### config.mk
export PLATFORM = sky130hd
export DESIGN_NAME = pipe_accum
export DESIGN_NICKNAME = d
export VERILOG_FILES = /design/src/rtl/pipe_accum_pkg.sv /design/src/rtl/pa_cla_adder.sv /design/src/rtl/pa_delay_line.sv /design/src/rtl/pa_slice.sv /design/src/rtl/pipe_accum.sv
export SDC_FILE = /design/constraint.sdc
export NUM_CORES = 1
export LEC_CHECK = 0
export BUFFER_PORTS_ARGS = -buffer_cell sky130_fd_sc_hd__buf_2
export CAP_MARGIN = 20
export CORE_ASPECT_RATIO = 1.1
export CORE_MARGIN = 5
export CORE_UTILIZATION = 59
export DETAILED_ROUTE_END_ITERATION = 7
export HOLD_SLACK_MARGIN = 0.03
export PLACE_DENSITY = 0.84
export SETUP_SLACK_MARGIN = 0.1
export SLEW_MARGIN = 25
export SYNTH_ARGS = -nofsm -noshare
export SYNTH_HDL_FRONTEND = slang
export SYNTH_SLANG_ARGS = --single-unit
### constraint.sdc
create_clock -name clk_i -period 3.1 [get_ports clk_i]
set_input_delay 0.62 -clock clk_i [delete_from_list [all_inputs] [get_ports clk_i]]
set_output_delay 0.62 -clock clk_i [all_outputs]
set_load 0.005 [all_outputs]
### src/rtl/pipe_accum_pkg.sv
package pipe_accum_pkg;
  parameter int unsigned SLICE_W    = 8;
  parameter int unsigned NUM_SLICES = 3;
  localparam int unsigned ACC_W     = SLICE_W * NUM_SLICES;
endpackage

### src/rtl/pa_cla_adder.sv
module pa_cla_adder #(
  parameter int unsigned W = 8
) (
  input  logic [W-1:0] a_i,
  input  logic [W-1:0] b_i,
  input  logic         cin_i,
  output logic [W-1:0] sum_o,
  output logic         cout_o
);
  logic [W-1:0] gen, prop;
  logic [W:0]   cy;

  assign gen  = a_i & b_i;
  assign prop = a_i ^ b_i;

  // flat lookahead: each carry from generate/propagate terms, no ripple
  always_comb begin
    logic term, pchain;
    cy[0] = cin_i;
    for (int i = 0; i < W; i++) begin
      term   = gen[i];
      pchain = prop[i];
      for (int j = i - 1; j >= 0; j--) begin
        term   = term | (pchain & gen[j]);
        pchain = pchain & prop[j];
      end
      cy[i+1] = term | (pchain & cin_i);
    end
  end

  assign sum_o  = prop ^ cy[W-1:0];
  assign cout_o = cy[W];
endmodule

### src/rtl/pa_delay_line.sv
module pa_delay_line #(
  parameter int unsigned W     = 8,
  parameter int unsigned DEPTH = 1
) (
  input  logic         clk_i,
  input  logic         rst_ni,
  input  logic [W-1:0] d_i,
  output logic [W-1:0] q_o
);
  if (DEPTH == 0) begin : g_wire
    assign q_o = d_i;
  end else begin : g_regs
    logic [W-1:0] stage_q [DEPTH];
    always_ff @(posedge clk_i or negedge rst_ni) begin
      if (!rst_ni) begin
        for (int i = 0; i < int'(DEPTH); i++) stage_q[i] <= '0;
      end else begin
        stage_q[0] <= d_i;
        for (int i = 1; i < int'(DEPTH); i++) stage_q[i] <= stage_q[i-1];
      end
    end
    assign q_o = stage_q[DEPTH-1];
  end
endmodule

### src/rtl/pa_slice.sv
module pa_slice #(
  parameter int unsigned W = 8
) (
  input  logic         clk_i,
  input  logic         rst_ni,
  input  logic         load_i,
  input  logic [W-1:0] seed_i,
  input  logic [W-1:0] add_i,
  input  logic         cin_i,
  output logic [W-1:0] sum_o,
  output logic         cout_o
);
  logic [W-1:0] acc_q, acc_d;
  logic         cy_q, cy_d;

  pa_cla_adder #(.W(W)) u_cla (
    .a_i   (acc_q),
    .b_i   (add_i),
    .cin_i (cin_i),
    .sum_o (acc_d),
    .cout_o(cy_d)
  );

  always_ff @(posedge clk_i or negedge rst_ni) begin
    if (!rst_ni) begin
      acc_q <= '0;
      cy_q  <= 1'b0;
    end else if (load_i) begin
      acc_q <= seed_i;
      cy_q  <= 1'b0;
    end else begin
      acc_q <= acc_d;
      cy_q  <= cy_d;
    end
  end

  assign sum_o  = acc_q;
  assign cout_o = cy_q;

  a_r5_slice_seed: assert property (@(posedge clk_i) disable iff (!rst_ni)
    load_i |=> (sum_o == $past(seed_i) && !cout_o));

  a_r2_slice_add: assert property (@(posedge clk_i) disable iff (!rst_ni)
    !load_i |=> ({cout_o, sum_o} ==
      ({1'b0, $past(sum_o)} + {1'b0, $past(add_i)} + (W+1)'($past(cin_i)))));
endmodule

### src/rtl/pipe_accum.sv
module pipe_accum
  import pipe_accum_pkg::*;
#(
  parameter int unsigned SW  = SLICE_W,
  parameter int unsigned NS  = NUM_SLICES,
  localparam int unsigned AW = SW * NS,
  localparam int unsigned PW = 2 * SW + 1
) (
  input  logic          clk_i,
  input  logic          rst_ni,
  input  logic          load_i,
  input  logic [AW-1:0] seed_i,
  input  logic [AW-1:0] addend_i,
  output logic [AW-1:0] sum_o,
  output logic          carry_o
);
  logic [SW-1:0] add_sk  [NS];
  logic [SW-1:0] seed_sk [NS];
  logic          load_sk [NS];
  logic [SW-1:0] part_q  [NS];
  logic          cy_q    [NS];

  for (genvar k = 0; k < NS; k++) begin : g_slice
    logic [PW-1:0] in_raw, in_dly;
    logic          cin;

    assign in_raw = {load_i, seed_i[k*SW +: SW], addend_i[k*SW +: SW]};

    // slice k runs k cycles behind slice 0
    pa_delay_line #(.W(PW), .DEPTH(k)) u_skew (
      .clk_i (clk_i),
      .rst_ni(rst_ni),
      .d_i   (in_raw),
      .q_o   (in_dly)
    );
    assign load_sk[k] = in_dly[PW-1];
    assign seed_sk[k] = in_dly[SW +: SW];
    assign add_sk[k]  = in_dly[SW-1:0];

    if (k == 0) begin : g_cin0
      assign cin = 1'b0;
    end else begin : g_cinn
      assign cin = cy_q[k-1];
    end

    pa_slice #(.W(SW)) u_slice (
      .clk_i (clk_i),
      .rst_ni(rst_ni),
      .load_i(load_sk[k]),
      .seed_i(seed_sk[k]),
      .add_i (add_sk[k]),
      .cin_i (cin),
      .sum_o (part_q[k]),
      .cout_o(cy_q[k])
    );

    // de-skew: lower slices wait for the top slice
    pa_delay_line #(.W(SW), .DEPTH(NS - 1 - k)) u_deskew (
      .clk_i (clk_i),
      .rst_ni(rst_ni),
      .d_i   (part_q[k]),
      .q_o   (sum_o[k*SW +: SW])
    );
  end

  assign carry_o = cy_q[NS-1];

  a_r3_carry_wraps: assert property (@(posedge clk_i) disable iff (!rst_ni)
    carry_o |-> (sum_o < $past(sum_o)));

  if (NS == 3) begin : g_chk3
    a_r5_load_latency: assert property (@(posedge clk_i) disable iff (!rst_ni)
      load_i |=> ##2 (sum_o == $past(seed_i, 3) && !carry_o));
  end
endmodule

**Yosys cells after proc, flatten, opt, wreduce, memory -nomap -nowiden**

Cells that the tools add are included.

- Muxes and demuxes: 6
- Bitwise logic cells: 286

Operators by type and width:

| cell | number |
|---|---|
| $and 1x1->1 | 177 |
| $or 1x1->1 | 100 |
| $xor 8x8->8 | 6 |
| $and 8x8->8 | 3 |
| $mux 8 | 3 |
| $mux 1 | 3 |

- Bits in registers: 102
- Word-level logic and storage cells: 304

**Depth between registers and ports, before layout**

- Depth in word-level cells: 11
- Depth in mapped cells: 5

**Hierarchy**

A second synthesis with hierarchy kept.

- Cells, all modules: 298
- Area total of the unflattened synthesis: 4,320.4 µm²

By module, submodules not included:

| module | instances | cells an instance | area each (µm²) | sequential area each (µm²) |
|---|---|---|---|---|
| pa_slice | 3 | 19 | 365.4 | 225.2 |
| pa_delay_line at g_slice[2].u_skew | 1 | 51 | 978.4 | 850.8 |
| pa_cla_adder at g_slice[1].u_slice.u_cla ... | 2 | 37 | 317.8 | 0.0 |
| pa_delay_line at g_slice[0].u_deskew | 1 | 24 | 460.4 | 400.4 |
| pa_delay_line at g_slice[1].u_skew | 1 | 17 | 425.4 | 425.4 |
| pa_cla_adder at g_slice[0].u_slice.u_cla | 1 | 41 | 332.8 | 0.0 |
| pa_delay_line at g_slice[1].u_deskew | 1 | 8 | 200.2 | 200.2 |
| pa_delay_line at g_slice[0].u_skew | 1 | 17 | 127.6 | 0.0 |
| pa_delay_line at g_slice[2].u_deskew | 1 | 8 | 60.1 | 0.0 |
| pipe_accum | 1 | 1 | 3.8 | 0.0 |

**Worst setup path before layout**

Ideal clock, no wire load.

- Kind: input to register
- Start: input addend_i[1]
- End: register g_slice[0].u_slice.acc_q[7]
- Setup time: 131 ps
- Arrival: 1,875 ps
- Required time: 2,969 ps
- Slack: 1,094 ps
- Stages: 5
- Path buffers: 0
- Cells stage by stage: ha_1 > a211oi_2 > o21ai_0 > and4_1 > or3_1

- Longest elaborated chain between the ends: 6

RTL lines:

| item | line | text |
|---|---|---|
| from (decl) | pipe_accum.sv:13 | `input logic [AW-1:0] addend_i,` |
| $and 8x8->8 or $xor 8x8->8 (tied branches) | pa_cla_adder.sv:13, pa_cla_adder.sv:14 |  |
| $and 1x1->1, on equally long branches | pa_cla_adder.sv:24, pa_cla_adder.sv:25 |  |
| $or 1x1->1 or $and 1x1->1 (tied branches) | pa_cla_adder.sv:24 | `term = term \| (pchain & gen[j]);` |
| $or 1x1->1 (*) | pa_cla_adder.sv:24 |  |
| $xor 8x8->8 (*) | pa_cla_adder.sv:31 | `assign sum_o = prop ^ cy[W-1:0];` |
| $mux 8 (*) | pa_slice.sv:28 | `end else if (load_i) begin` |
| to (signal assigned) | pa_slice.sv:29 | `acc_q <= seed_i;` |
| to (decl) | pa_slice.sv:13 | `logic [W-1:0] acc_q, acc_d;` |

Mark *: on every way between the ends. The rest lies on a longest branch, timed or not.

**Worst setup path after layout**

- Start: register g_slice[1].u_skew.g_regs.stage_q (netlist bit g_slice[1].u_skew.q_o[0])
- End: register g_slice[1].u_slice.acc_q[7]

- Longest elaborated chain between the ends: 6

RTL lines:

| item | line | text |
|---|---|---|
| from (decl) | pa_delay_line.sv:13 | `logic [W-1:0] stage_q [DEPTH];` |
| $and 8x8->8 or $xor 8x8->8 (tied branches) | pa_cla_adder.sv:13, pa_cla_adder.sv:14 |  |
| $and 1x1->1, on equally long branches | pa_cla_adder.sv:24, pa_cla_adder.sv:25 |  |
| $or 1x1->1 or $and 1x1->1 (tied branches) | pa_cla_adder.sv:24, pa_cla_adder.sv:27 |  |
| $or 1x1->1 (*) | pa_cla_adder.sv:27 | `cy[i+1] = term \| (pchain & cin_i);` |
| $xor 8x8->8 (*) | pa_cla_adder.sv:31 |  |
| $mux 8 (*) | pa_slice.sv:28 |  |
| to (signal assigned) | pa_slice.sv:29 |  |
| to (decl) | pa_slice.sv:13 |  |

Marks and branches as above.

==> summary.txt <==
Outcome
  – Status: complete, no violations

Cells and area
  – Commonest non-fill, non-tap cell in the layout: dfrtp_1
  – Area of the multi-input gates: 1290 µm²
  – Final core utilization: 69.48%
  – Nets: 454
  – Non-filler cells, final: 460
  – Area grow syn2layout: 15.12%
  – Share of layout cells above drive strength 1: 26.72%
  – Antenna Cells: 0
  – FF/Latch Area: 2527 µm²
  – Most frequent cells in the layout: dfrtp_1 (101), buf_2 (74), ha_1 (26), nand2_1 (20), nor2_1 (17)
  – Fill cells: 471

Global route
  – Global-route wire length before repair: 11230 µm
  – Largest net degree at the start of global routing: 78
  – Gr usage total: 17.55%
  – Antenna violations before repair: 0
  – Vias in the first global route: 2526
  – Gr ovfl total: 0

Floorplanning
  – Top Ports: 76
  – Initial Utilization: 60.36%
  – Rows: 31
  – Core area: 6555 µm²
  – Die H: 95.89 µm
  – Area of the die: 8445 µm²
  – Die W: 88.08 µm

Timing
  – Worst-margin pin slew: 0.9039 ns
  – Top achievable clock speed: 487.7 MHz
  – Sum of negative setup slack: 0 ns
  – Period minus WS final: 2.051 ns
  – Unrepaired setup endpoints after global routing: false
  – Relative slew slack: 39.74%
  – Final WS setup: 1.050 ns
  – Final setup violation count: 0
  – Hold Violations, Final: 0
  – Max-slew violations: 0
  – Clock skew: 0.009182 ns
  – Final worst-path cycle share: 66.15%

Route
  – Detailed Route WL: 6834 µm
  – Post-DRT Antenna Nets: 0
  – WL/cell: 14.86 µm
  – DR vias: 2482
  – Router iterations before antenna repair: 4
  – # DRC: 0
  – Initial drt markers: 93
  – Vias per cell: 5.396

Critical path
  – CP Class: reg -> reg
  – Flop-to-flop setup slack: 1.05 ns
  – Worst Setup End Kind: flip-flop
  – CP required: 3.31 ns
  – Startpoint types: flip-flop
  – Worst Path Max Fanout: 7
  – Crit path DAT: 2.26 ns

CTS
  – Clock buffer count from CTS: 9
  – Sink Count: 101
  – CTS root buf: clkbuf_8
  – Clock slew at reported path FFs: 0.08 ns
  – Setup bufs post-CTS: 0
  – CTS tree: built
  – Buffer depth of the longest clock path: 2
  – Post-CTS sizing: 0
  – H-tree depth: 3
  – Hold Buf Count CTS: 0
  – Clk_lat worst skew: 0.35 ns

Placed design
  – Inst Count DP: 445
  – IO Port Bufs: 75
  – Setup WS pre-CTS: 0.8239 ns
  – GP Congestion: 0.8408
  – HPWL Detailed: 5049 µm

Power
  – Static leakage: 2.225 nW
  – Power after layout: 0.003511 W
  – VDD IR max: 0.3593 mV
  – PD cells: 770.9 nW/µm²

Synth
  – Syn_area_per_cell: 13.23 µm²
  – Seq/Total Area, Yosys: 63.88%
  – Synth Flop Type: dfrtp_1
  – Ys Warns: 0
  – Number of library cell types mapped by synthesis: 47
  – Syn_nets: 379
  – Top cells by area, synth: dfrtp_1 (64%), ha_1 (8.2%), o21ai_0 (2.0%)
  – Synthesized cell area: 3956 µm²
  – Post-synth EDFFs: 0
  – Synth Register Bits: 101
  – Fraction of registers with async set/reset: 100.0%
  – Fraction of post-synthesis cell area in the top cell type by area: 63.88%
  – Synth Instances: 299
  – Dominant cell type by area after synthesis: dfrtp_1

Hold path
  – Worst hold path class: reg -> reg

Flow run
  – Max Cap Viol: 0
where the power goes:
group          switching [W]  leakage (nW)  internal (W)
clock network       0.000397        0.0854      0.000368
registers           0.000128          1.19       0.00156
logic               0.000560         0.951      0.000496
total                0.00109          2.22       0.00243
synthesized netlist by cell type, types with 3 or more instances:
cell type	number
nor2_1	17
a2111oi_0	4
nor3_1	3
nand3_1	5
and3_1	3
xor2_1	6
fa_1	3
a21oi_1	10
inv_1	16
ha_1	26
o21ai_0	16
nand2_1	20
nor3b_1	3
a211oi_1	3
o31ai_1	4
clkbuf_1	5
a21o_1	5
a211o_1	3
xnor2_1	4
dfrtp_1	101
buf_4	8
critical path, stage by stage, from the launching register on:
cell,delay (ns)
dfrtp_1,0.39
ha_1,0.32
a21oi_1,0.25
o2111ai_2,0.28
a2111oi_0,0.59
a211oi_1,0.09
through the flow:
| step | hold WS, ns | area [µm²] |
|---|---|---|
| 2_1_floorplan | 0.3244 | 3956 |
| 3_3_place_gp | 0.3323 | 4373 |
| 3_5_place_dp | 0.3347 | 4373 |
| 4_1_cts | 0.3483 | 4554 |
| 5_1_grt | 0.3406 | 4554 |
| 6_report | 0.3526 | 4554 |
final timing paths:
check,from,end,cells past startpoint
worst max-delay path,g_slice[1].u_skew.q_o[0],g_slice[1].u_slice.sum_o[7],5
worst min-delay path,g_slice[0].u_deskew.g_regs.stage_q[12],g_slice[0].u_deskew.q_o[4],0
worst max register to register,g_slice[1].u_skew.q_o[0],g_slice[1].u_slice.sum_o[7],5
worst min register to register,g_slice[0].u_deskew.g_regs.stage_q[12],g_slice[0].u_deskew.q_o[4],0
max in group asynchronous,rst_ni,g_slice[1].u_deskew.q_o[0],2
min in group asynchronous,rst_ni,g_slice[2].u_skew.q_o[10],1
registers in the layout (all words and copies together) (netlist names):
| signal | count |
|---|---|
| g_slice.u_slice.sum_o | 24 |
| g_slice.u_deskew.q_o | 16 |
| g_slice.u_skew.g_regs.stage_q | 16 |
| g_slice.u_skew.q_o | 34 |
| g_slice.u_deskew.g_regs.stage_q | 8 |
| g_slice.u_slice.cout_o | 3 |
cells by family after synthesis:
| group | share of synthesized area, % |
|---|---|
| compound gates | 12.33 |
| xor+xnor | 2.214 |
| fa+ha+maj | 9.741 |
| buf+inv | 3.511 |
| flops | 63.88 |
| mux | 0.9486 |
| simple gates | 7.369 |
routing by layer:
metal,global-route usage (%),part of all wire (%),up-vias
met5,0,0,-
met4,8.690,2.3,0
met3,3.853,5.7,11
met2,29.02,50,72
met1,21.86,42,1208
li1,-,-,1191
layout make-up:
type	count	share of cell area, %
flip-flops and latches	101	55.49
multi-input cells	169	28.32
well taps	82	2.253
clock buffers	11	2.885
clock inverters	4	1.099
repair buffers	77	8.626
inverters	16	1.319
Note: power is estimated with default switching activity, not from simulation.
